<file path="src/rtl/sdh_csr_pkg.sv">
package sdh_csr_pkg;

  localparam int unsigned OFF_POWER  = 'h000;
  localparam int unsigned OFF_CLK    = 'h004;
  localparam int unsigned OFF_ARG    = 'h008;
  localparam int unsigned OFF_CMD    = 'h00C;
  localparam int unsigned OFF_RCMD   = 'h010;
  localparam int unsigned OFF_RESP   = 'h014;
  localparam int unsigned N_RESP     = 4;
  localparam int unsigned OFF_DTIMER = 'h024;
  localparam int unsigned OFF_DLEN   = 'h028;
  localparam int unsigned OFF_DCTRL  = 'h02C;
  localparam int unsigned OFF_DCNT   = 'h030;
  localparam int unsigned OFF_STAT   = 'h034;
  localparam int unsigned OFF_CLR    = 'h038;
  localparam int unsigned OFF_MASK   = 'h03C;
  localparam int unsigned OFF_FCNT   = 'h048;
  localparam int unsigned OFF_FIFO   = 'h080;
  localparam int unsigned OFF_ID     = 'hFE0;
  localparam int unsigned N_ID       = 8;

  typedef enum logic [4:0] {
    SEL_NONE, SEL_POWER, SEL_CLK, SEL_ARG, SEL_CMD, SEL_RCMD, SEL_RESP,
    SEL_DTIMER, SEL_DLEN, SEL_DCTRL, SEL_DCNT, SEL_STAT, SEL_CLR,
    SEL_MASK, SEL_FCNT, SEL_FIFO, SEL_ID
  } sel_e;

  function automatic logic [7:0] id_byte(input logic [2:0] idx);
    case (idx)
      3'd0: id_byte = 8'h81;
      3'd1: id_byte = 8'h11;
      3'd2: id_byte = 8'h04;
      3'd3: id_byte = 8'h00;
      3'd4: id_byte = 8'h0D;
      3'd5: id_byte = 8'hF0;
      3'd6: id_byte = 8'h05;
      default: id_byte = 8'hB1;
    endcase
  endfunction

endpackage

</file>
<file path="src/rtl/sdh_csr_decode.sv">
module sdh_csr_decode
  import sdh_csr_pkg::*;
#(
  parameter int unsigned AW         = 12,
  parameter int unsigned N_IRQ      = 2,
  parameter int unsigned FIFO_WORDS = 16
) (
  input  logic [AW-1:0] addr_i,
  output sel_e          sel_o,
  output logic [2:0]    sub_o,
  output logic          rd_ok_o,
  output logic          wr_ok_o
);

  localparam int unsigned RESP_END = OFF_RESP + 4 * N_RESP;
  localparam int unsigned MASK_END = OFF_MASK + 4 * N_IRQ;
  localparam int unsigned FIFO_END = OFF_FIFO + 4 * FIFO_WORDS;
  localparam int unsigned ID_END   = OFF_ID + 4 * N_ID;

  logic [AW-1:0] d_resp, d_mask, d_id;
  assign d_resp = addr_i - AW'(OFF_RESP);
  assign d_mask = addr_i - AW'(OFF_MASK);
  assign d_id   = addr_i - AW'(OFF_ID);

  always_comb begin
    sel_o = SEL_NONE;
    sub_o = '0;
    if (addr_i[1:0] == 2'b00) begin
      if      (addr_i == AW'(OFF_POWER))  sel_o = SEL_POWER;
      else if (addr_i == AW'(OFF_CLK))    sel_o = SEL_CLK;
      else if (addr_i == AW'(OFF_ARG))    sel_o = SEL_ARG;
      else if (addr_i == AW'(OFF_CMD))    sel_o = SEL_CMD;
      else if (addr_i == AW'(OFF_RCMD))   sel_o = SEL_RCMD;
      else if (addr_i >= AW'(OFF_RESP) && addr_i < AW'(RESP_END)) begin
        sel_o = SEL_RESP;
        sub_o = d_resp[4:2];
      end
      else if (addr_i == AW'(OFF_DTIMER)) sel_o = SEL_DTIMER;
      else if (addr_i == AW'(OFF_DLEN))   sel_o = SEL_DLEN;
      else if (addr_i == AW'(OFF_DCTRL))  sel_o = SEL_DCTRL;
      else if (addr_i == AW'(OFF_DCNT))   sel_o = SEL_DCNT;
      else if (addr_i == AW'(OFF_STAT))   sel_o = SEL_STAT;
      else if (addr_i == AW'(OFF_CLR))    sel_o = SEL_CLR;
      else if (addr_i >= AW'(OFF_MASK) && addr_i < AW'(MASK_END)) begin
        sel_o = SEL_MASK;
        sub_o = d_mask[4:2];
      end
      else if (addr_i == AW'(OFF_FCNT))   sel_o = SEL_FCNT;
      else if (addr_i >= AW'(OFF_FIFO) && addr_i < AW'(FIFO_END)) sel_o = SEL_FIFO;
      else if (addr_i >= AW'(OFF_ID) && {1'b0, addr_i} < (AW+1)'(ID_END)) begin
        sel_o = SEL_ID;
        sub_o = d_id[4:2];
      end
    end
  end

  always_comb begin
    rd_ok_o = (sel_o != SEL_NONE) && (sel_o != SEL_CLR);
    case (sel_o)
      SEL_POWER, SEL_CLK, SEL_ARG, SEL_CMD, SEL_DTIMER, SEL_DLEN,
      SEL_DCTRL, SEL_CLR, SEL_MASK, SEL_FIFO: wr_ok_o = 1'b1;
      default:                                wr_ok_o = 1'b0;
    endcase
  end

endmodule

</file>
<file path="src/rtl/sdh_csr_status.sv">
module sdh_csr_status #(
  parameter int unsigned STAT_W   = 22,
  parameter int unsigned STICKY_W = 11,
  parameter int unsigned N_IRQ    = 2,
  localparam int unsigned LIVE_W  = STAT_W - STICKY_W
) (
  input  logic                    clk_i,
  input  logic                    rst_ni,
  input  logic [STICKY_W-1:0]     set_i,
  input  logic [LIVE_W-1:0]       live_i,
  input  logic                    clr_we_i,
  input  logic [STICKY_W-1:0]     clr_mask_i,
  input  logic [N_IRQ-1:0]        mask_we_i,
  input  logic [STAT_W-1:0]       mask_wdata_i,
  output logic [STAT_W-1:0]       status_o,
  output logic [N_IRQ*STAT_W-1:0] mask_o,
  output logic [N_IRQ-1:0]        irq_o
);

  logic [STICKY_W-1:0] sticky_q;

  // set has priority over a clear in the same cycle
  always_ff @(posedge clk_i or negedge rst_ni) begin
    if (!rst_ni)       sticky_q <= '0;
    else if (clr_we_i) sticky_q <= (sticky_q & ~clr_mask_i) | set_i;
    else               sticky_q <= sticky_q | set_i;
  end

  assign status_o = {live_i, sticky_q};

  for (genvar g = 0; g < N_IRQ; g++) begin : g_irq
    logic [STAT_W-1:0] mask_q;
    always_ff @(posedge clk_i or negedge rst_ni) begin
      if (!rst_ni)           mask_q <= '0;
      else if (mask_we_i[g]) mask_q <= mask_wdata_i;
    end
    assign mask_o[g*STAT_W +: STAT_W] = mask_q;
    assign irq_o[g] = |(status_o & mask_q);

    assert_irq_masked_off_R6: assert property (@(posedge clk_i) disable iff (!rst_ni)
      (mask_we_i[g] && mask_wdata_i == '0) |=> !irq_o[g]);
  end

  assert_clear_takes_R5: assert property (@(posedge clk_i) disable iff (!rst_ni)
    clr_we_i |=> ((sticky_q & $past(clr_mask_i & ~set_i)) == '0));

  assert_sticky_holds_R4: assert property (@(posedge clk_i) disable iff (!rst_ni)
    !clr_we_i |=> ((sticky_q & $past(sticky_q)) == $past(sticky_q)));

endmodule

</file>
<file path="src/rtl/sdh_csr_fifo_win.sv">
module sdh_csr_fifo_win #(
  parameter int unsigned DW    = 32,
  parameter int unsigned CNT_W = 16
) (
  input  logic             clk_i,
  input  logic             rst_ni,
  input  logic             hit_i,
  input  logic             we_i,
  input  logic [DW-1:0]    wdata_i,
  input  logic [CNT_W-1:0] data_cnt_i,
  input  logic             fifo_empty_i,
  input  logic [DW-1:0]    fifo_rdata_i,
  output logic             fifo_wr_o,
  output logic [DW-1:0]    fifo_wdata_o,
  output logic             fifo_rd_o,
  output logic             underrun_o,
  output logic [DW-1:0]    rdata_o
);

  assign fifo_wr_o    = hit_i && we_i && (data_cnt_i != '0);
  assign fifo_wdata_o = wdata_i;
  assign fifo_rd_o    = hit_i && !we_i && !fifo_empty_i;
  assign underrun_o   = hit_i && !we_i && fifo_empty_i;
  assign rdata_o      = fifo_rd_o ? fifo_rdata_i : '0;

  assert_push_needs_count_R8: assert property (@(posedge clk_i) disable iff (!rst_ni)
    fifo_wr_o |-> data_cnt_i != '0);
  assert_pop_needs_data_R9: assert property (@(posedge clk_i) disable iff (!rst_ni)
    fifo_rd_o |-> !fifo_empty_i);
  assert_underrun_zero_R9: assert property (@(posedge clk_i) disable iff (!rst_ni)
    underrun_o |-> (rdata_o == '0 && !fifo_rd_o));

endmodule

</file>
<file path="src/rtl/sdh_csr_regs.sv">
module sdh_csr_regs
  import sdh_csr_pkg::*;
#(
  parameter int unsigned AW         = 12,
  parameter int unsigned DW         = 32,
  parameter int unsigned CNT_W      = 16,
  parameter int unsigned STAT_W     = 22,
  parameter int unsigned STICKY_W   = 11,
  parameter int unsigned N_IRQ      = 2,
  parameter int unsigned FIFO_WORDS = 16,
  parameter int unsigned CTRL_W     = 8,
  parameter int unsigned RCMD_W     = 6,
  localparam int unsigned LIVE_W    = STAT_W - STICKY_W
) (
  input  logic                 clk_i,
  input  logic                 rst_ni,
  input  logic                 req_i,
  input  logic                 we_i,
  input  logic [AW-1:0]        addr_i,
  input  logic [DW-1:0]        wdata_i,
  output logic [DW-1:0]        rdata_o,
  output logic                 bad_addr_o,
  output logic [CTRL_W-1:0]    power_o,
  output logic [CTRL_W-1:0]    clk_div_o,
  output logic [DW-1:0]        cmd_arg_o,
  output logic [DW-1:0]        cmd_o,
  output logic                 cmd_wr_o,
  output logic [DW-1:0]        data_timer_o,
  output logic [CNT_W-1:0]     data_len_o,
  output logic [CTRL_W-1:0]    data_ctrl_o,
  output logic                 data_ctrl_wr_o,
  input  logic [RCMD_W-1:0]    resp_cmd_i,
  input  logic [N_RESP*DW-1:0] resp_i,
  input  logic [CNT_W-1:0]     data_cnt_i,
  input  logic [STICKY_W-1:0]  stat_set_i,
  input  logic [LIVE_W-1:0]    stat_live_i,
  output logic [N_IRQ-1:0]     irq_o,
  output logic                 fifo_wr_o,
  output logic [DW-1:0]        fifo_wdata_o,
  output logic                 fifo_rd_o,
  input  logic [DW-1:0]        fifo_rdata_i,
  input  logic                 fifo_empty_i,
  output logic                 fifo_underrun_o
);

  sel_e       sel;
  logic [2:0] sub;
  logic       rd_ok, wr_ok, wr_en, rd_en;

  sdh_csr_decode #(.AW(AW), .N_IRQ(N_IRQ), .FIFO_WORDS(FIFO_WORDS)) u_dec (
    .addr_i(addr_i), .sel_o(sel), .sub_o(sub), .rd_ok_o(rd_ok), .wr_ok_o(wr_ok)
  );

  assign wr_en      = req_i && we_i && wr_ok;
  assign rd_en      = req_i && !we_i && rd_ok;
  assign bad_addr_o = req_i && (we_i ? !wr_ok : !rd_ok);

  // configuration words
  always_ff @(posedge clk_i or negedge rst_ni) begin
    if (!rst_ni) begin
      power_o        <= '0;
      clk_div_o      <= '0;
      cmd_arg_o      <= '0;
      cmd_o          <= '0;
      data_timer_o   <= '0;
      data_len_o     <= '0;
      data_ctrl_o    <= '0;
      cmd_wr_o       <= 1'b0;
      data_ctrl_wr_o <= 1'b0;
    end else begin
      cmd_wr_o       <= wr_en && (sel == SEL_CMD);
      data_ctrl_wr_o <= wr_en && (sel == SEL_DCTRL);
      if (wr_en) begin
        case (sel)
          SEL_POWER:  power_o      <= wdata_i[CTRL_W-1:0];
          SEL_CLK:    clk_div_o    <= wdata_i[CTRL_W-1:0];
          SEL_ARG:    cmd_arg_o    <= wdata_i;
          SEL_CMD:    cmd_o        <= wdata_i;
          SEL_DTIMER: data_timer_o <= wdata_i;
          SEL_DLEN:   data_len_o   <= wdata_i[CNT_W-1:0];
          SEL_DCTRL:  data_ctrl_o  <= wdata_i[CTRL_W-1:0];
          default: ;
        endcase
      end
    end
  end

  // status and interrupts
  logic [STAT_W-1:0]       status;
  logic [N_IRQ*STAT_W-1:0] masks;
  logic [N_IRQ-1:0]        mask_we;

  for (genvar g = 0; g < N_IRQ; g++) begin : g_mwe
    assign mask_we[g] = wr_en && (sel == SEL_MASK) && (sub == 3'(g));
  end

  sdh_csr_status #(.STAT_W(STAT_W), .STICKY_W(STICKY_W), .N_IRQ(N_IRQ)) u_stat (
    .clk_i(clk_i), .rst_ni(rst_ni),
    .set_i(stat_set_i), .live_i(stat_live_i),
    .clr_we_i(wr_en && (sel == SEL_CLR)), .clr_mask_i(wdata_i[STICKY_W-1:0]),
    .mask_we_i(mask_we), .mask_wdata_i(wdata_i[STAT_W-1:0]),
    .status_o(status), .mask_o(masks), .irq_o(irq_o)
  );

  // FIFO window
  logic [DW-1:0] fifo_rdata;
  sdh_csr_fifo_win #(.DW(DW), .CNT_W(CNT_W)) u_fifo (
    .clk_i(clk_i), .rst_ni(rst_ni),
    .hit_i(req_i && (sel == SEL_FIFO)), .we_i(we_i), .wdata_i(wdata_i),
    .data_cnt_i(data_cnt_i), .fifo_empty_i(fifo_empty_i), .fifo_rdata_i(fifo_rdata_i),
    .fifo_wr_o(fifo_wr_o), .fifo_wdata_o(fifo_wdata_o), .fifo_rd_o(fifo_rd_o),
    .underrun_o(fifo_underrun_o), .rdata_o(fifo_rdata)
  );

  // rounded-up word count
  logic [CNT_W:0] words_left;
  assign words_left = ({1'b0, data_cnt_i} + (CNT_W+1)'(3)) >> 2;

  always_comb begin
    rdata_o = '0;
    if (rd_en) begin
      case (sel)
        SEL_POWER:  rdata_o = DW'(power_o);
        SEL_CLK:    rdata_o = DW'(clk_div_o);
        SEL_ARG:    rdata_o = cmd_arg_o;
        SEL_CMD:    rdata_o = cmd_o;
        SEL_RCMD:   rdata_o = DW'(resp_cmd_i);
        SEL_RESP:   rdata_o = resp_i[sub[1:0]*DW +: DW];
        SEL_DTIMER: rdata_o = data_timer_o;
        SEL_DLEN:   rdata_o = DW'(data_len_o);
        SEL_DCTRL:  rdata_o = DW'(data_ctrl_o);
        SEL_DCNT:   rdata_o = DW'(data_cnt_i);
        SEL_STAT:   rdata_o = DW'(status);
        SEL_MASK:   rdata_o = DW'(masks[sub*STAT_W +: STAT_W]);
        SEL_FCNT:   rdata_o = DW'(words_left);
        SEL_FIFO:   rdata_o = fifo_rdata;
        SEL_ID:     rdata_o = DW'(id_byte(sub));
        default:    rdata_o = '0;
      endcase
    end
  end

  assert_bad_no_fifo_R11: assert property (@(posedge clk_i) disable iff (!rst_ni)
    bad_addr_o |-> (!fifo_wr_o && !fifo_rd_o && rdata_o == '0));
  assert_bad_no_state_R11: assert property (@(posedge clk_i) disable iff (!rst_ni)
    bad_addr_o |=> (!cmd_wr_o && !data_ctrl_wr_o && $stable(power_o) && $stable(clk_div_o)
                    && $stable(cmd_arg_o) && $stable(data_len_o) && $stable(data_ctrl_o)));
  assert_cmd_strobe_R3: assert property (@(posedge clk_i) disable iff (!rst_ni)
    cmd_wr_o |-> (cmd_o == $past(wdata_i)));
  assert_strobe_single_R3: assert property (@(posedge clk_i) disable iff (!rst_ni)
    data_ctrl_wr_o |=> !data_ctrl_wr_o || $past(wr_en && sel == SEL_DCTRL));

endmodule

</file>
<file path="config.mk">
export PLATFORM = sky130hd
export DESIGN_NAME = sdh_csr_regs
export DESIGN_NICKNAME = d
export VERILOG_FILES = /design/src/rtl/sdh_csr_pkg.sv /design/src/rtl/sdh_csr_decode.sv /design/src/rtl/sdh_csr_status.sv /design/src/rtl/sdh_csr_fifo_win.sv /design/src/rtl/sdh_csr_regs.sv
export SDC_FILE = /design/constraint.sdc
export NUM_CORES = 1
export LEC_CHECK = 0
export ABC_AREA = 1
export BUFFER_PORTS_ARGS = -buffer_cell sky130_fd_sc_hd__clkbuf_2
export CELL_PAD_IN_SITES_DETAIL_PLACEMENT = 0
export CELL_PAD_IN_SITES_GLOBAL_PLACEMENT = 1
export CORE_ASPECT_RATIO = 1.4
export CORE_UTILIZATION = 35
export CTS_BUF_LIST = sky130_fd_sc_hd__clkbuf_8
export CTS_CLUSTER_SIZE = 28
export DETAILED_ROUTE_END_ITERATION = 12
export PLACE_DENSITY_LB_ADDON = 0.3
export REMOVE_ABC_BUFFERS = 1
export SLEW_MARGIN = 25
export SYNTH_ARGS = -nofsm -noshare
export SYNTH_HDL_FRONTEND = slang
export SYNTH_SLANG_ARGS = --single-unit
export TNS_END_PERCENT = 20
</file>
<file path="constraint.sdc">
create_clock -name clk_i -period 5.85 [get_ports clk_i]
set_input_delay 1.17 -clock clk_i [delete_from_list [all_inputs] [get_ports clk_i]]
set_output_delay 1.17 -clock clk_i [all_outputs]
set_load 0.02 [all_outputs]
</file>
# ---- Word-level counts from Yosys, hierarchy flattened
# Memories as Yosys holds them, arrays and structs flattened.
# Cells that the tools add are included.
dict set report word_totals {
  ff_bits 193
  rom_bits 16
  out_inout_bits 208
  mem_count 1
}
# memory depth word_bits read_ports rd_ports_with_merged_regs write_ports line
set mem_list {}
lappend mem_list {{(no name shown)} 16 1 1 0 0 sdh_csr_decode.sv:59} ;# case (sel_o)
dict set report classes {
  addsub 4
  n_mul 1
  order_cmp 7
  n_eq_ne 34
  n_shift 2
  muxes 41
  n_bitwise 6
  n_reduce_logical 39
}
# op count
set op_table {}
lappend op_table {{$pmux W32 S15} 1}
lappend op_table {{$shiftx A128 B8 Y32} 1}
lappend op_table {{$mux W5} 17}
lappend op_table {{$eq A12 B6 Y1 const B} 6}
lappend op_table {{$mux W32} 2}
lappend op_table {{$pmux W8 S7} 1}
lappend op_table {{$mux W3} 17}
lappend op_table {{$and A22 B22 Y22} 2}
lappend op_table {{$reduce_or A22 Y1} 2}
lappend op_table {{$shiftx A44 B9 Y22} 1}
lappend op_table {{$eq A5 B4 Y1 const B} 8}
lappend op_table {{$eq A12 B4 Y1 const B} 2}
lappend op_table {{$or A11 B11 Y11} 2}
lappend op_table {{$logic_and A1 B1 Y1} 21}
lappend op_table {{$eq A5 B3 Y1 const B} 4}
lappend op_table {{$add A16 B2 Y17 const B} 1}
lappend op_table {{$reduce_bool A16 Y1} 1}
lappend op_table {{$reduce_and A2 Y1} 7}
lappend op_table {{$eq A12 B3 Y1 const B} 1}
lappend op_table {{$eq A12 B5 Y1 const B} 1}
lappend op_table {{$eq A12 B7 Y1 const B} 1}
lappend op_table {{$ge A12 B12 Y1 const B} 1}
lappend op_table {{$ge A12 B5 Y1 const B} 1}
lappend op_table {{$ge A12 B6 Y1 const B} 1}
lappend op_table {{23 further kinds} 32}

# ---- Logic depth before layout (Yosys ltp)
# Gate-level depths: netlist (run 1).
dict set report depth {
  ltp_word 25
  mapped_depth 29
}

# ---- By module
# From an unflattened synthesis (run 1), not the netlist that was laid out.
dict set report unflattened {
  cells_unflattened 1935
  hier_area_um2 13320.3
}
# mod n_inst cells_each area_per_inst_um2 seq_area_each_um2
set by_module_without_submodules {}
lappend by_module_without_submodules {sdh_csr_regs 1 1447 9416.5 3453.3}
lappend by_module_without_submodules {sdh_csr_status 1 219 2446.1 1376.3}
lappend by_module_without_submodules {sdh_csr_decode 1 148 843.3 0.0}
lappend by_module_without_submodules {sdh_csr_fifo_win 1 121 614.3 0.0}

# ---- Least setup slack after synthesis (run 1)
# OpenSTA, ideal clock, no wires.
dict set report synth_path {
  path_kind {input to output}
  from {input addr_i[4]}
  to {output rdata_o[22]}
  arrival_time_ps 4267
  t_required_ps 4680
  slack_ps 413
  cell_stages 26
  path_buffers 2
  cell_sequence {buf_2 -> nor2_2 -> nor2_1 -> nor2_1 -> nand3_2 -> nand2_1 -> nand2_1 -> nand2_1 -> nand2_1 -> nand2_1 -> nand2_1 -> nand2_1 -> a21oi_1 -> o21ai_0 -> nand2_1 -> o21ai_0 -> ha_1 -> nand2_1 -> inv_2 -> nand2_1 -> inv_2 -> nand3_2 -> nor2_4 -> buf_2 -> a21oi_1 -> a21oi_1}
}
dict set report synth_between {
  elab_chain_len 25
}
# element line
set synth_lines {}
lappend synth_lines {{from (decl)} sdh_csr_regs.sv:19} ;# input logic [AW-1:0] addr_i,
lappend synth_lines {{$ge A12 B12 Y1, or another cell as far along} sdh_csr_decode.sv:50} ;# else if (addr_i >= AW'(OFF_ID) && {1'b0, addr_i} < (AW+1)'(ID_END)) begin
lappend synth_lines {{$mux W5 or $logic_and A1 B1 Y1 (tied branches)} {sdh_csr_decode.sv:50, sdh_csr_decode.sv:49}}
lappend synth_lines {{$mux W5} sdh_csr_decode.sv:49} ;# else if (addr_i >= AW'(OFF_FIFO) && addr_i < AW'(FIFO_END)) sel_o = SEL_FIFO;
lappend synth_lines {{$mux W5} sdh_csr_decode.sv:48} ;# else if (addr_i == AW'(OFF_FCNT)) sel_o = SEL_FCNT;
lappend synth_lines {{$mux W5} sdh_csr_decode.sv:44} ;# else if (addr_i >= AW'(OFF_MASK) && addr_i < AW'(MASK_END)) begin
lappend synth_lines {{$mux W5} sdh_csr_decode.sv:43} ;# else if (addr_i == AW'(OFF_CLR)) sel_o = SEL_CLR;
lappend synth_lines {{$mux W5} sdh_csr_decode.sv:42} ;# else if (addr_i == AW'(OFF_STAT)) sel_o = SEL_STAT;
lappend synth_lines {{$mux W5} sdh_csr_decode.sv:41} ;# else if (addr_i == AW'(OFF_DCNT)) sel_o = SEL_DCNT;
lappend synth_lines {{(+9 left out)} -}
lappend synth_lines {{$mux W5 *} sdh_csr_decode.sv:28} ;# if (addr_i[1:0] == 2'b00) begin
lappend synth_lines {{$eq A5 B4 Y1 *} sdh_csr_regs.sv:109} ;# .hit_i(req_i && (sel == SEL_FIFO)), .we_i(we_i), .wdata_i(wdata_i),
lappend synth_lines {{$logic_and A1 B1 Y1 *} sdh_csr_regs.sv:109}
lappend synth_lines {{$logic_and A1 B1 Y1 * (2 in series)} sdh_csr_fifo_win.sv:22} ;# assign fifo_rd_o = hit_i && !we_i && !fifo_empty_i;
lappend synth_lines {{net fifo_rd_o} sdh_csr_regs.sv:40} ;# output logic fifo_rd_o,
lappend synth_lines {{$mux W32 *} sdh_csr_fifo_win.sv:24} ;# assign rdata_o = fifo_rd_o ? fifo_rdata_i : '0;
lappend synth_lines {{$pmux W32 S15 *} sdh_csr_regs.sv:122} ;# case (sel)
lappend synth_lines {{$mux W32 *} sdh_csr_regs.sv:121} ;# if (rd_en) begin
lappend synth_lines {{to (decl)} sdh_csr_regs.sv:21} ;# output logic [DW-1:0] rdata_o,
# Mark *: on every way through the listed nets, which the timed path passes. The rest lies on a longest branch.

# ---- Worst setup path in the final report (run 1)
dict set report layout_path {
  from {input addr_i[7]}
  to {output rdata_o[14]}
}
dict set report layout_between {
  elab_chain_len 25
}
# element line
set layout_lines {}
lappend layout_lines {{branches (longest 24 deep; another with $ge A12 B12 Y1)} -}
lappend layout_lines {{$mux W32 *} sdh_csr_regs.sv:121}
# Mark *: on every way between the ends.

==> results.toml, run 1 <==
[setup_path]
crit_top_cell = "nand2_1"
cp_max_fo = 27
arrival_ns = 4.47
cpPeakStageDelay_ns = 0.26
reg2reg_to = "u_stat.sticky_q[10]"
crit_path_start_kind = "input port"
slowest_stage = "nor2_2"
reg2reg_slack_ns = 4.83
required_ns = 4.68
reg2regPathDepth = 4
path_class = "in -> out"
cp-end-kind = "primary output"
reg2reg_from = "u_stat.sticky_q[10]"

[sta]
finalHoldViolations = 0
rsz0062_at_grt = "yes"
min_period_ns = 5.644
setup_viol = 0
final_max_slew_viol_count = 0
fmax_ghz = 0.1772
finalClockSkew_ns = 0
setup-tns-final_ns = 0
max_slew_margin_pct = 47.59
fin_crit_sh_pct = 96.47
worstMarginPinSlew_ns = 0.7790

[pwr]
clock_power_share_pct = 34.3
p_comb_share_pct = 12.8
powerDensity_nw_per_um2 = 148.1
p_int_mw = 1.771
p_total_mw = 2.530
p_sw_share_pct = 29.99
ir_drop_mv = 0.1406
switching_power_mw = 0.7588
sequentialPowerShare_pct = 52.9
leakagePower_nw = 10.19

[route]
viasPerCell = 5.247
wl_per_cell_um = 21.68
firstDrtPassIters = 6
via_count = 16230
antenna_left = 0
drc = 0
wl_um = 67020
drtIter0Drc = 1286

[status]
status = "complete, no violations"

[synth]
ys_ff_latch = 193
synth_compound_area_share_pct = 3.970
muxShareOfSynthArea_pct = 0
synthArstFlopShare_pct = 100.0
ys_warn_count = 0
synth_top_family_by_area = "simple AND/OR/NAND/NOR gates"
synthesis.instances = 2168
ys.flop_type = "dfrtp_1"
postSynthAreaPerCell_sq_um = 6.251
synthSimpleGateAreaFrac_pct = 47.34
syn_area_sq_um = 13550
synth_fa_ha_area_share_pct = 0.9232
ys_types = 36
synth_edf_count = 0
synth-xor-area-share_pct = 0.1939
synth-seq-area-share_pct = 35.64

[die]
core_area_sq_um = 37840
num_rows = 84
die-height_um = 234.8
ios = 461
dieArea_sq_um = 39530
start_util_pct = 35.82
die-width_um = 168.3

[grt]
grt_overflow = 0
grt_max_degree = 119
track_usage_pct = 33.36
grt_pass1_wl_um = 97680
grt_pass1_vias = 15390
antenna_found_initial = 4

[clock_network]
cts_tree = "yes"
cts-htree-levels = 4
path_clk_slew_ns = 0.11
cts.sinks = 193
worstSkewPairLatency_ns = 0.52
postCtsHoldBufs = 0
cts_buffers = 17
clk_root_buffer_cell = "clkbuf_8"
clockBufferDepth = 2

[place]
dpl.hpwl_um = 51460
port_buffers = 460
gp_congestion = 0.9494

[flow_run]
cap_viol_max_count = 0

[final_layout]
drive_above_1_share_pct = 25.33
fin_nets = 2864
fin_util_pct = 45.15
syn2layout_area_growth_pct = 26.03

[min_path]
hp-class = "in -> async"
## state kept, by name, indices dropped and copies added, names as in the netlist
| name | count |
|---|---|
| data_ctrl_wr_o | 1 |
| power_o | 8 |
| clk_div_o | 8 |
| u_stat.sticky_q | 11 |
| u_stat.g_irq.mask_q | 44 |
| data_timer_o | 32 |
| cmd_wr_o | 1 |
| cmd_o | 32 |
| data_ctrl_o | 8 |
| cmd_arg_o | 32 |
| data_len_o | 16 |
## power groups by stage
stage / combinational [mW] / clock (mW) / sequential [mW]
detailed placement: 0.315 / 0 / 1.36
global placement: 0.316 / 0 / 1.36
CTS: 0.317 / 0.881 / 1.34
finish: 0.324 / 0.868 / 1.34
global route: 0.350 / 0.926 / 1.34
floorplan: 0.0803 / 0 / 1.37
## synthesized netlist by cell type, types with 12 or more instances
cell type,n,share of area (%)
nand2_1,904,25
nand3_1,265,9.8
inv_1,208,5.8
dfrtp_1,193,36
nor2_1,186,5.2
nand4_1,75,3.5
buf_2,48,1.8
buf_4,48,2.7
o21ai_0,41,1.5
clkbuf_1,37,1.0
a21oi_1,30,1.1
o22ai_1,16,0.74
inv_2,14,0.39
nor2_2,13,0.60
nand2_2,12,0.55
nand3b_1,12,0.66
## metal layers
metal,track usage (%),up-vias,wire length (um)
met5,0,-,0
met4,16.34,0,3158
met3,4.986,147,4518
met2,56.73,779,32880
met1,40.96,7642,26460
li1,-,7657,-
## repair_timing
action / 4_1_cts / 5_1_grt
cloned: 0 / 2
pin swaps: 0 / 2
gates resized for setup: 1 / 24
buffers inserted: 0 / 3
endpoints found under the setup margin: 17 / 32
endpoints found under the hold margin: 0 / 0
## how the worst max path moves through the flow
stage,from,to,slack [ns]
after floorplan,addr_i[2],cmd_arg_o[0],-3.65
after global placement,addr_i[3],rdata_o[5],-0.07
after detailed placement,addr_i[3],rdata_o[5],-0.18
after CTS,addr_i[3],rdata_o[5],0.03
after global routing,addr_i[3],rdata_o[8],-0.05
final,addr_i[7],rdata_o[14],0.21
## logic make-up (layout without fill, tap and decap cells)
| family | after synthesis | after routing |
|---|---|---|
| fa+ha+maj | 10 | 10 |
| flops | 193 | 193 |
| simple gates | 1500 | 1500 |
| compound gates | 99 | 99 |
| other cells | 0 | 5 |
| buf+inv | 363 | 809 |
| xor+xnor | 3 | 3 |
## per-stage QoR
stage | area, sq um | worst slack (ns) | hold slack [ns] | std cells
CTS | 16880 | 0.02617 | 0.5058 | 3081
global route | 17080 | -0.04547 | 0.4989 | 3090
global placement | 16520 | -0.07115 | 0.4763 | 3049
floorplan | 12780 | -3.653 | 0.4637 | 2029
finish | 17080 | 0.2063 | 0.5000 | 3092
detailed placement | 16520 | -0.1770 | 0.4810 | 3049
## worst max-delay path, delay by kind of cell
kind	cells	cell delay, ns
AND/OR/NAND/NOR	15	1.93
buffers and inverters	7	0.88
AO/OA/AOI/OAI	2	0.29
adder cells (fa/ha/maj)	1	0.19
## cell type report
| cell class | instances | area [sq um] |
|---|---|---|
| antenna | 5 | 12.51 |
| clock buffer | 19 | 261.5 |
| clock inverter | 13 | 106.4 |
| fill | 4115 | 20750 |
| inverter | 224 | 848.3 |
| multi-input combinational | 1612 | 7188 |
| sequential | 193 | 4830 |
| tap | 473 | 591.8 |
| timing repair buffer | 553 | 3243 |
## layout by cell type (no fill, tap or decap), types with 3 or more instances in the layout
master / n
nand3_1: 263
o21ai_0: 40
inv_1: 207
ha_1: 8
inv_2: 13
a21oi_1: 30
or2_2: 3
clkbuf_2: 457
nor2_4: 13
clkinv_4: 4
nand3_2: 7
and2_1: 3
o22ai_1: 16
o21ai_1: 5
clkbuf_8: 19
nor2_1: 179
nand2_1: 901
nand3b_1: 12
clkinvlp_4: 3
diode_2: 5
nor2_2: 16
nor4_1: 4
nand4_1: 75
nor3_1: 5
dfrtp_1: 193
inv_4: 3
nand2_2: 14
buf_12: 14
buf_4: 77
nand2_4: 4
Note: power is estimated with default switching activity, not from simulation.
==> run 2: changes to the inputs <==
- ABC_AREA: 1 -> unset
- CORE_ASPECT_RATIO: 1.4 -> unset
- CORE_UTILIZATION: 35 -> 39
==> run 2 against run 1 <==
Effect of this change: the run now ends with setup timing left; sequential cell count did not move; area after synthesis shrank 10%; wire length shrank 16%; die area shrank 19%.
==> results.toml, run 2 <==
[status]
status = "complete, but fails checks"
violations = "setup timing"

[synth]
ys_warn_count = 0
yosysMostFrequentCell = "dfrtp_1"
ys_ff_latch = 193
ys_types = 80
synth-seq-area-share_pct = 39.63
post-synth-top-area-cell = "dfrtp_1"
syn_area_sq_um = 12190
synth_edf_count = 0
postSynthAreaPerCell_sq_um = 10.49
yosys-top-cells-count = "dfrtp_1, nand2_1, mux2_1"
synthesis.instances = 1162
synth_area_leaders = "dfrtp_1, mux2_1, mux2_2, nand2_1, a22oi_1"
ys.flop_type = "dfrtp_1"
synthArstFlopShare_pct = 100.0
synth_top_area_share_pct = 39.63

[final_layout]
largest_reg_flops = 44
largest_register = "u_stat.g_irq.mask_q"
final_cells = 2126
syn2layout_area_growth_pct = 42.64
drive_above_1_share_pct = 51.82
final_common_cell = "clkbuf_2"
fin_area_sq_um = 17380
fillers = 2781
final_cell_mix = "clkbuf_2, dfrtp_1, buf_4"
fin_nets = 1980
fin_util_pct = 56.67

[clock_network]
clockBufferDepth = 2
cts_tree = "yes"
clk_root_buffer_cell = "clkbuf_8"
path_clk_slew_ns = 0.10
cts.sinks = 193
cts-htree-levels = 4
postCtsHoldBufs = 0
cts_buffers = 17
worstSkewPairLatency_ns = 0.47

[die]
dieArea_sq_um = 31960
num_rows = 64
core_area_sq_um = 30670
die-height_um = 178.8
start_util_pct = 39.73
die-width_um = 178.8
ios = 461

[min_path]
min_delay_worst_endpoint = "data_timer_o[27]"
whs_path_depth = 1
hp-class = "reg -> reg"
worstHoldStart = "data_timer_o[27]"

[place]
gp_congestion = 0.9342
postPlaceCellArea_sq_um = 15980
dpl.hpwl_um = 42710
place_inst = 2074
port_buffers = 460

[sta]
finalHoldViolations = 0
worstMarginPinSlew_ns = 0.9858
min_period_ns = 6.009
fin_ws_ns = -0.1587
holdWs_ns = 0.5262
finalClockSkew_ns = 0
final_max_slew_viol_count = 0
rsz0062_at_grt = "yes"
fin_crit_sh_pct = 102.7
max_slew_margin_pct = 33.92
fmax_ghz = 0.1664
setup_viol = 32

[grt]
met3_usage_pct = 7.782
track_usage_pct = 34.62
grt_busiest_layer = "met2"
grt_pass1_wl_um = 80390
antenna_found_initial = 2
grt_overflow = 0
grt_max_degree = 107
grt_pass1_vias = 12320
global_route.usage.met1_pct = 46.29
globalRouteMet2Util_pct = 54.73

[route]
wl_per_cell_um = 26.50
viasPerCell = 6.025
drc = 0
firstDrtPassIters = 6
wl_um = 56330
antenna_left = 0
via_count = 12810
drtIter0Drc = 1339

[setup_path]
path_class = "in -> out"
reg2reg_to = "cmd_o[11]"
required_ns = 4.68
cp-end-kind = "primary output"
reg2reg_from = "cmd_o[11]"
crit_path_start_kind = "input port"
startpoint = "addr_i[8]"
reg2reg_slack_ns = 4.96
cp_max_fo = 9
reg2regPathDepth = 1
arrival_ns = 4.84

[pwr]
powerDensity_nw_per_um2 = 147.4
p_total_mw = 2.562
leakagePower_nw = 8.464
ir_drop_mv = 0.1260

[flow_run]
cap_viol_max_count = 0
==> run 2: cell count changes after synthesis, moves of 28 or more <==
cell,change
a21o_1,+35
nand4_1,-66
a31oi_1,+29
mux2_2,+95
a222oi_1,+31
nor2_1,-162
nand3_1,-239
a22oi_1,+44
inv_1,-193
nand2_1,-782
buf_2,-28
mux2_1,+107
==> run 2: layout make-up <==
| class | instances | area (sq um) | area share, % |
|---|---|---|---|
| antenna | 1 | 2.502 | 0.01440 |
| clock buffer | 18 | 247.7 | 1.425 |
| clock inverter | 13 | 142.6 | 0.8206 |
| inverter | 15 | 68.82 | 0.3959 |
| multi-input combinational | 838 | 7244 | 41.68 |
| sequential | 193 | 4830 | 27.79 |
| tap | 396 | 495.5 | 2.851 |
| timing repair buffer | 652 | 4350 | 25.03 |
==> run 2: logic make-up after synthesis <==
logic type,share of synthesized area (%)
xor+xnor,0.9344
simple gates,11.79
mux,21.44
fa+ha+maj,1.027
compound gates,19.40
buf+inv,5.781
flops,39.63
==> run 2: layer usage <==
| layer | share of wire, % | up-vias |
|---|---|---|
| met5 | 0.030 | - |
| met4 | 3.4 | 2 |
| met3 | 8.8 | 104 |
| met2 | 47 | 691 |
| met1 | 41 | 6434 |
| li1 | - | 5578 |
==> run 2: critical path, cell delays in order <==
cell and delay [ns]:
buf_6 0.09, or4_4 0.56, or3_4 0.38, buf_6 0.14
a2bb2oi_2 0.15, a21oi_2 0.19, or3_4 0.19, inv_4 0.06
ha_4 0.18, buf_12 0.14, and2_1 0.21, a32o_1 0.29
a311o_1 0.35, a221o_1 0.31, a21oi_2 0.12, a31oi_1 0.10
buf_4 0.18
==> run 2: worst max path at each step <==
stage                        endpoint  slack (ns)  cells after the start
after CTS                  rdata_o[5]       -0.15                     17
after detailed placement   rdata_o[1]       -0.57                     20
after global placement     rdata_o[1]       -0.60                     18
after floorplan           rdata_o[21]       -1.90                     16
final                     rdata_o[11]       -0.16                     17
after global routing      rdata_o[11]       -0.30                     22
==> run 2: repair_timing <==
item	in CTS	in global routing
cloned	2	1
setup buffers	10	8
pin swaps	43	40
resized for setup	111	104
hold endpoints to repair	0	0
endpoints found under the setup margin	33	33
==> run 2: power by group <==
group	total [mW]	internal [mW]	switching [mW]
sequential	1.33	1.33	0.000439
clock	0.888	0.328	0.561
combinational	0.339	0.139	0.200
total	2.56	1.80	0.761
==> run 2: through the flow <==
stage,setup slack (ns),TNS (ns)
final,-0.1587,-2.290
after global routing,-0.2993,-7.470
after CTS,-0.1489,-3.427
after detailed placement,-0.5745,-13.42
after global placement,-0.5983,-12.44
after floorplan,-1.904,-124.46
==> run 3: changes to the inputs <==
==> constraint.sdc (replaced) <==
create_clock -name clk_i -period 5.85 [get_ports clk_i]
set_input_delay 0.585 -clock clk_i [delete_from_list [all_inputs] [get_ports clk_i]]
set_output_delay 0.585 -clock clk_i [all_outputs]
set_load 0.02 [all_outputs]
==> run 3 against run 2 <==
Effect of this change: the flow now finishes without violations; sequential power barely moved; critical path type unchanged; clock-buffer cell count fell by 1; largest cell class unchanged; via count fell by 4.5%; largest power group unchanged.
==> results.toml, run 3 (synthesis gave the netlist of run 2 again) <==
[clock_network]
cts-htree-levels = 4
cts_buffers = 17
clockBufferDepth = 2
cts_setup_buffers = 0
cts.sinks = 193
cts_resized = 0
postCtsHoldBufs = 0
path_clk_slew_ns = 0.11
worstSkewPairLatency_ns = 0.48
cts_tree = "yes"
clk_root_buffer_cell = "clkbuf_8"

[route]
viasPerCell = 6.136
via_count = 12240
firstDrtPassIters = 8
wl_per_cell_um = 26.75
antenna_left = 0
drc = 0
drtIter0Drc = 1328
wl_um = 53350

[pwr]
p_total_mw = 2.480
powerDensity_nw_per_um2 = 161.7
ir_drop_mv = 0.1069
leakagePower_nw = 7.577

[place]
dpl.hpwl_um = 40570
place_inst = 1960
port_buffers = 460
gp_congestion = 0.9243
postPlaceCellArea_sq_um = 14940

[sta]
fin_crit_sh_pct = 92.95
max_slew_margin_pct = 32.37
setup-tns-final_ns = 0
fmax_ghz = 0.1839
setup_viol = 0
final_max_slew_viol_count = 0
finalHoldViolations = 0
worstMarginPinSlew_ns = 1.010
rsz0062_at_grt = "no"
min_period_ns = 5.437
finalClockSkew_ns = 0

[grt]
grt_pass1_vias = 11680
grt_overflow = 0
grt_max_degree = 72
track_usage_pct = 33.26
grt_pass1_wl_um = 77470
global_route.usage.met1_pct = 45.66
globalRouteMet2Util_pct = 51.89
antenna_found_initial = 3
grt_busiest_layer = "met2"
met3_usage_pct = 6.637

[setup_path]
path_class = "in -> out"
crit_path_cell_trace = "clkbuf_2 > inv_1 > ha_1 > or4bb_1 > nand4_1 > o21ai_0 > a2bb2oi_1 > o22a_1 > o31a_1 > a311oi_1 > o21ai_0 > ha_1 > buf_12 > nand2_1 > nor2_1 > a221oi_1 > o21a_1 > and3_1 > a31oi_1 > clkbuf_2"
arrival_ns = 4.85
slowest_stage = "nor2_1"
cp_max_fo = 24
required_ns = 5.27
cp-end-kind = "primary output"
cpPeakStageDelay_ns = 0.62
crit_path_start_kind = "input port"

[final_layout]
fillers = 2967
fin_area_sq_um = 15340
multi_input_area_sq_um = 6696
largest_register = "u_stat.g_irq.mask_q"
final_common_cell = "clkbuf_2"
final_cell_mix = "clkbuf_2, dfrtp_1, nand2_1"
drive_above_1_share_pct = 43.07
regArea_sq_um = 4830
fin_nets = 1847
largest_reg_flops = 44
syn2layout_area_growth_pct = 25.89
final_cells = 1994

[die]
die-width_um = 178.8
ios = 461
start_util_pct = 39.73
num_rows = 64
dieArea_sq_um = 31960
die-height_um = 178.8
core_area_sq_um = 30670

[status]
status = "complete, no violations"

[flow_run]
cap_viol_max_count = 0

[min_path]
hp-class = "in -> async"
## run 3: path summary, 6_finish.rpt
kind / start / end / slack (ns) / cells past startpoint
max: addr_i[2] / rdata_o[3] / 0.41 / 20
min reg2reg: u_stat.g_irq[1].mask_q[3] / u_stat.g_irq[1].mask_q[3] / 0.52 / 1
min in group clk_i: stat_set_i[6] / u_stat.sticky_q[6] / 0.28 / 2
max reg2reg: cmd_o[9] / cmd_o[9] / 4.97 / 1
max in group asynchronous: rst_ni / data_timer_o[3] / 4.52 / 2
min: rst_ni / cmd_o[28] / 0.04 / 1
## run 3: metrics by stage
stage,setup slack [ns],hold slack [ns],util (%)
5_1_grt,0.05799,0.07025,50.00
3_3_place_gp,0.6060,0.4957,48.73
6_report,0.4126,0.04106,50.02
2_1_floorplan,-0.7341,0.2894,-
3_5_place_dp,0.5174,0.4988,48.73
4_1_cts,0.4576,0.05744,49.89
## run 3: area by class of cell
cell class	count	area share (%)
multi-input combinational	838	43.65
sequential	193	31.48
timing repair buffer	519	18.90
tap	396	3.230
clock buffer	17	1.525
clock inverter	13	0.7912
inverter	15	0.3670
antenna	3	0.04894
## run 3: routing by layer
metal / wire length [um] / up-vias
met2: 25090 / 690
met3: 4542 / 92
met4: 1544 / 2
li1: - / 5287
met5: 11 / -
met1: 22160 / 6165
## run 3: where the power goes
group          switching (mW)  total, mW  internal, mW
Sequential           0.000451       1.33          1.33
Combinational           0.184      0.297         0.113
Clock                   0.543      0.849         0.305
## run 3: critical path, delay by kind of cell
kind / cells / cell delay, ns
fa+ha+maj: 2 / 0.50
compound gates: 9 / 1.83
simple gates: 5 / 1.24
buf+inv: 4 / 0.68
